===== src/rtl/sar_seq_pkg.sv =====
package sar_seq_pkg;

    localparam int DEF_DATA_W = 16;
    localparam int DEF_FRAME  = 20;

    typedef enum logic [1:0] {
        PH_IDLE = 2'd0,
        PH_CONV = 2'd1,
        PH_ACQ  = 2'd2
    } phase_e;

    // Two's complement view of an offset-binary code: flip the MSB.
    function automatic logic [DEF_DATA_W-1:0] offset_to_twos(input logic [DEF_DATA_W-1:0] code);
        return {~code[DEF_DATA_W-1], code[DEF_DATA_W-2:0]};
    endfunction

endpackage


===== src/rtl/sar_start_detect.sv =====
module sar_start_detect (
    input  logic clk,
    input  logic rst,
    input  logic conv_n,
    input  logic cs_n,
    input  logic idle,
    output logic start_req
);
    logic conv_q;

    always_ff @(posedge clk) begin
        if (rst) conv_q <= 1'b1;
        else     conv_q <= conv_n;
    end

    // Edge seen between the last sample and the present level.
    assign start_req = conv_q & ~conv_n & ~cs_n & idle;
endmodule


===== src/rtl/sar_step_engine.sv =====
module sar_step_engine
    import sar_seq_pkg::*;
#(
    parameter int W     = DEF_DATA_W,
    parameter int FRAME = DEF_FRAME
) (
    input  logic         clk,
    input  logic         rst,
    input  logic         start_req,
    input  logic         cmp_in,
    output logic [W-1:0] dac_word,
    output logic [W-1:0] result,
    output logic         in_conv,
    output logic         idle
);
    localparam int CW = $clog2(FRAME + 1);
    localparam logic [W-1:0] MSB_ONE  = {1'b1, {(W-1){1'b0}}};
    localparam logic [CW-1:0] STORE_CNT = CW'(W + 1);
    localparam logic [CW-1:0] LAST_CNT  = CW'(FRAME - 1);

    phase_e       phase;
    logic [CW-1:0] cnt;
    logic [W-1:0] trial;
    logic [W-1:0] mask;
    logic [W-1:0] kept;

    always_comb begin
        kept = cmp_in ? trial : (trial & ~mask);
    end

    always_ff @(posedge clk) begin
        if (rst) begin
            phase  <= PH_IDLE;
            cnt    <= '0;
            trial  <= '0;
            mask   <= '0;
            result <= '0;
        end else begin
            unique case (phase)
                PH_IDLE: begin
                    if (start_req) begin
                        phase <= PH_CONV;
                        cnt   <= CW'(1);
                        trial <= MSB_ONE;
                        mask  <= MSB_ONE;
                    end
                end
                PH_CONV: begin
                    cnt <= cnt + 1'b1;
                    if (mask[0]) begin
                        result <= {~kept[W-1], kept[W-2:0]};
                        phase  <= PH_ACQ;
                        cnt    <= STORE_CNT;
                        trial  <= '0;
                        mask   <= '0;
                    end else begin
                        trial <= kept | (mask >> 1);
                        mask  <= mask >> 1;
                    end
                end
                PH_ACQ: begin
                    if (cnt == LAST_CNT) begin
                        phase <= PH_IDLE;
                        cnt   <= '0;
                    end else begin
                        cnt <= cnt + 1'b1;
                    end
                end
                default: begin
                    phase <= PH_IDLE;
                    cnt   <= '0;
                end
            endcase
        end
    end

    assign dac_word = trial;
    assign in_conv  = (phase == PH_CONV);
    assign idle     = (phase == PH_IDLE);
endmodule


===== src/rtl/sar_out_bus.sv =====
module sar_out_bus #(
    parameter int W = 16
) (
    input  logic         cs_n,
    input  logic         rd_n,
    input  logic         byte_sel,
    input  logic [W-1:0] result,
    output logic [W-1:0] bus_q,
    output logic         bus_oe
);
    localparam int HALF = W / 2;

    generate
        if (W % 2 == 0) begin : g_even
            always_comb begin
                bus_q = byte_sel ? {{HALF{1'b0}}, result[W-1:HALF]} : result;
            end
        end else begin : g_odd
            always_comb begin
                bus_q = byte_sel ? {{(W-HALF){1'b0}}, result[W-1:W-HALF]} : result;
            end
        end
    endgenerate

    assign bus_oe = ~cs_n & ~rd_n;
endmodule


===== src/rtl/sar_seq_top.sv =====
module sar_seq_top
    import sar_seq_pkg::*;
#(
    parameter int W     = DEF_DATA_W,
    parameter int FRAME = DEF_FRAME
) (
    input  logic         clk,
    input  logic         rst,
    input  logic         conv_n,
    input  logic         cs_n,
    input  logic         rd_n,
    input  logic         byte_sel,
    input  logic         cmp_in,
    output logic [W-1:0] dac_word,
    output logic         hold,
    output logic         busy,
    output logic [W-1:0] bus_q,
    output logic         bus_oe
);
    logic         start_req;
    logic         idle;
    logic         in_conv;
    logic [W-1:0] result;

    sar_start_detect u_start (
        .clk       (clk),
        .rst       (rst),
        .conv_n    (conv_n),
        .cs_n      (cs_n),
        .idle      (idle),
        .start_req (start_req)
    );

    sar_step_engine #(.W(W), .FRAME(FRAME)) u_engine (
        .clk      (clk),
        .rst      (rst),
        .start_req(start_req),
        .cmp_in   (cmp_in),
        .dac_word (dac_word),
        .result   (result),
        .in_conv  (in_conv),
        .idle     (idle)
    );

    sar_out_bus #(.W(W)) u_bus (
        .cs_n     (cs_n),
        .rd_n     (rd_n),
        .byte_sel (byte_sel),
        .result   (result),
        .bus_q    (bus_q),
        .bus_oe   (bus_oe)
    );

    // Hold opens the moment an acceptable request is present.
    assign hold = in_conv | start_req;
    assign busy = in_conv;
endmodule


===== config.mk =====
export PLATFORM = sky130hd
export DESIGN_NAME = sar_seq_top
export DESIGN_NICKNAME = d
export VERILOG_FILES = /design/src/rtl/sar_seq_pkg.sv /design/src/rtl/sar_start_detect.sv /design/src/rtl/sar_step_engine.sv /design/src/rtl/sar_out_bus.sv /design/src/rtl/sar_seq_top.sv
export SDC_FILE = /design/constraint.sdc
export NUM_CORES = 1
export LEC_CHECK = 0
export ABC_AREA = 0
export ABC_CLOCK_PERIOD_IN_PS = 1920
export BUFFER_PORTS_ARGS = -buffer_cell sky130_fd_sc_hd__buf_2
export CAP_MARGIN = 20
export CORE_MARGIN = 2
export CORE_UTILIZATION = 55
export DETAILED_ROUTE_END_ITERATION = 7
export HOLD_SLACK_MARGIN = 0.08
export MAX_ROUTING_LAYER = met4
export PLACE_DENSITY = 0.79
export RECOVER_POWER = 25
export SLEW_MARGIN = 20
export SYNTH_ARGS = -nofsm -noshare
export SYNTH_HDL_FRONTEND = slang
export SYNTH_SLANG_ARGS = --single-unit

===== constraint.sdc =====
create_clock -name clk -period 1.92 [get_ports clk]
set_input_delay 0.192 -clock clk [delete_from_list [all_inputs] [get_ports clk]]
set_output_delay 0.192 -clock clk [all_outputs]
set_load 0.005 [all_outputs]

==> metrics.md <==
| Metric | Value |
|---|---|
| RR Endpoint | `u_engine.result[2]` |
| Via count | `approximately 2200` |
| Worst Hold Launch | `conv_n` |
| Yosys warns | `0` |
| Global placement routability congestion | `approximately 0.81` |
| Final setup TNS | `0 ps` |
| Clock skew | `around 8.2 ps` |
| Clock sink count | `56` |
| Layout area overhead | `13.7%` |
| First-pass GRT wire length | `approximately 9 mm` |
| Yosys cell types | `36` |
| Pre-antenna DRT Iters | `4` |
| Final slew viol count | `0` |
| Max-Cap Viols | `0` |
| Die Wd | `about 70 um` |
| Initial antenna violation count | `0` |
| CTS H-tree lvls | `2` |
| Final net count | `336` |
| # hold bufs at CTS | `0` |
| Cell Pwr Density | `roughly 740 nW/um^2` |
| Clock root buffer | `clkbuf_8` |
| FF+latch count, synth | `between 50 and 60` |
| Worst Reg2Reg Path Length in Cells | `5` |
| Flop-to-flop setup slack | `roughly 260 ps` |
| Final Cycle Share | `91.2%` |
| Synth Net Count | `between 300 and 400` |
| Max VDD drop | `approximately 500 uV` |
| Commonest non-fill, non-tap cell in the layout | `nand2_1` |
| Type of the worst min-delay path | `in -> reg` |
| Post-Synthesis Cells | `between 200 and 300` |
| CP Launch Type | `flop` |
| Relative slew slack | `under 10%` |
| Initial Util | `between 50% and 60%` |
| Setup WS post-layout | `~170 ps` |
| Place WS | `between 80 and 90 ps` |
| Fin. Hold Viols | `0` |
| Slew @ Worst Pin | `about 1500 ps` |
| Total CTS buffers | `5` |
| Setup CP Type | `reg -> out` |
| Crit Reg-Reg Startpoint | `u_engine.phase[0]` |
| Crit end category | `output pin` |
| Vias in the first global route | `between 1500 and 2000` |
| DR DRC count | `0` |
| Critical path origin | `u_start.conv_q` |
| Average cell area after synthesis | `slightly above 8 um^2` |
| Mapped Area | `around 2400 um^2` |
| CTS tree | `built` |
| Critical path required time | `about 1700 ps` |
| Number of routed nets with antenna violations | `0` |
| Cell leakage power | `0.999 nW` |
| RSZ-0062 raised after global routing | `false` |
| Final Non-Filler Cells | `about 380` |
| Ports | `42` |
| Die area | `4870 um^2` |
| Commonest non-fill, non-tap cells in the layout | `65 x nand2_1, 56 x dfxtp_1, 53 x a21oi_1` |
| Fin crit period | `~1800 ps` |
| Status | `completed` |
| CP endpoint | `hold` |
| Die height | `69.8 um` |
| # placed instances | `roughly 370` |
| Fmax | `around 570 MHz` |
| Total Routing Usage GR | `between 20% and 30%` |
| Final HPWL DP | `approximately 3.6 mm` |
| Final setup viols | `0` |
| Initial DRC Count | `roughly 160` |
| Drt wl/cell | `between 10 and 15 um` |
| Max Root-Sink Buffers | `2` |
| GRT overflow | `0` |
| Core Area | `between 4000 and 5000 um^2` |
| Largest net degree at the start of global routing | `31` |
| Port bufs | `41` |
| Clock Latency Late Sink | `a little over 300 ps` |
| Number of diodes | `0` |
| Total wire length | `~5.4 mm` |
| Worst Path Max Fanout | `30` |
| Worst Path Arrival | `about 1600 ps` |
| Seq/Total Area, Yosys | `between 40% and 50%` |
| Share of cells above drive strength 1 | `a little over a fifth` |
| Clk pin slew, worst setup/hold paths | `approximately 90 ps` |
| Vias per inst | `between 5 and 6` |
| WHS | `between 100 and 150 ps` |
| Total chip power | `0.00199 W` |
| Standard-cell rows | `23` |
Yosys cell counts, drive strengths merged:
cell type | instances | share of area, %
o21ai | 19 | 4.1
a31oi | 2 | 0.53
nand3 | 18 | 3.8
xnor2 | 1 | 0.37
nor3 | 2 | 0.42
nand3b | 2 | 0.63
inv | 3 | 0.47
nand2b | 3 | 0.79
a22oi | 1 | 0.32
a21oi | 62 | 14
nor3b | 2 | 0.84
nor4bb | 1 | 0.42
nand2 | 65 | 10
buf | 8 | 1.8
or3b | 1 | 0.37
nor2 | 10 | 1.6
nand4b | 1 | 0.37
o21bai | 1 | 0.32
mux2 | 8 | 3.8
dfxtp | 56 | 47
a221oi | 1 | 0.37
ha | 1 | 0.53
o21a | 1 | 0.32
nor2b | 11 | 2.9
a2111oi | 1 | 0.63
a211oi | 1 | 0.32
or2 | 1 | 0.26
clkbuf | 11 | 1.7
and2 | 1 | 0.26
repair_timing:
item	CTS	global route
hold endpoints to repair	0	0
setup endpoints to repair	1	0
buffers inserted	0	0
gates resized for setup	2	0
kinds of logic after synthesis:
group                    after synthesis  share of synthesized area, %
AO/OA/AOI/OAI                         89                          21.4
flip-flops                            56                          47.1
multiplexers                           8                          3.78
AND/OR/NAND/NOR                      118                          22.8
adder cells (fa/ha/maj)                1                         0.525
XOR/XNOR                               1                         0.368
buffers and inverters                 22                          4.04
area by class of cell:
| cell class | count | area, um^2 |
|---|---|---|
| clock buffer | 6 | 82.6 |
| clock inverter | 2 | 15.0 |
| fill | 366 | 1380 |
| inverter | 3 | 11.3 |
| multi-input combinational | 217 | 1180 |
| sequential | 56 | 1120 |
| tap | 50 | 62.6 |
| timing repair buffer | 45 | 239 |
metrics by stage:
step	cell area, um^2	util [%]
CTS	2720	66.5
global placement	2610	63.9
floorplan	2380	-
detailed placement	2610	63.9
global route	2710	66.3
finish	2710	66.3
routing by layer:
layer | vias up | wire [um] | track usage (%)
li1 | 1075 | - | -
met1 | 993 | 2520 | 31.8
met2 | 83 | 2380 | 34.5
met3 | 9 | 421 | 4.94
met4 | 0 | 68 | 5.77
met5 | - | 0 | -
report_power, final:
group          internal [W]  total, W  switching (W)
logic             0.0000454  0.000151       0.000106
registers           0.00117   0.00118     0.00000999
clock network      0.000292  0.000661       0.000368
worst min path at each step:
stage | endpoint | depth (start not counted)
2_1_floorplan | u_start.conv_q | 1
3_3_place_gp | u_start.conv_q | 2
3_5_place_dp | u_start.conv_q | 2
4_1_cts | u_start.conv_q | 2
5_1_grt | u_start.conv_q | 2
6_report | u_start.conv_q | 2
critical path, stage by stage (launching register included):
cell	delay, ps
dfxtp_1	300
nor3b_2	160
o21bai_4	560
inv_1	80
buf_2	150
registers in the layout, summed over array words and instances, names as in the netlist:
| signal | flops |
|---|---|
| u_engine.cnt | 5 |
| u_engine.dac_word | 16 |
| u_engine.mask | 16 |
| u_engine.phase | 2 |
| u_engine.result | 16 |
| u_start.conv_q | 1 |
No activity file was read; power rests on OpenSTA's default activity.
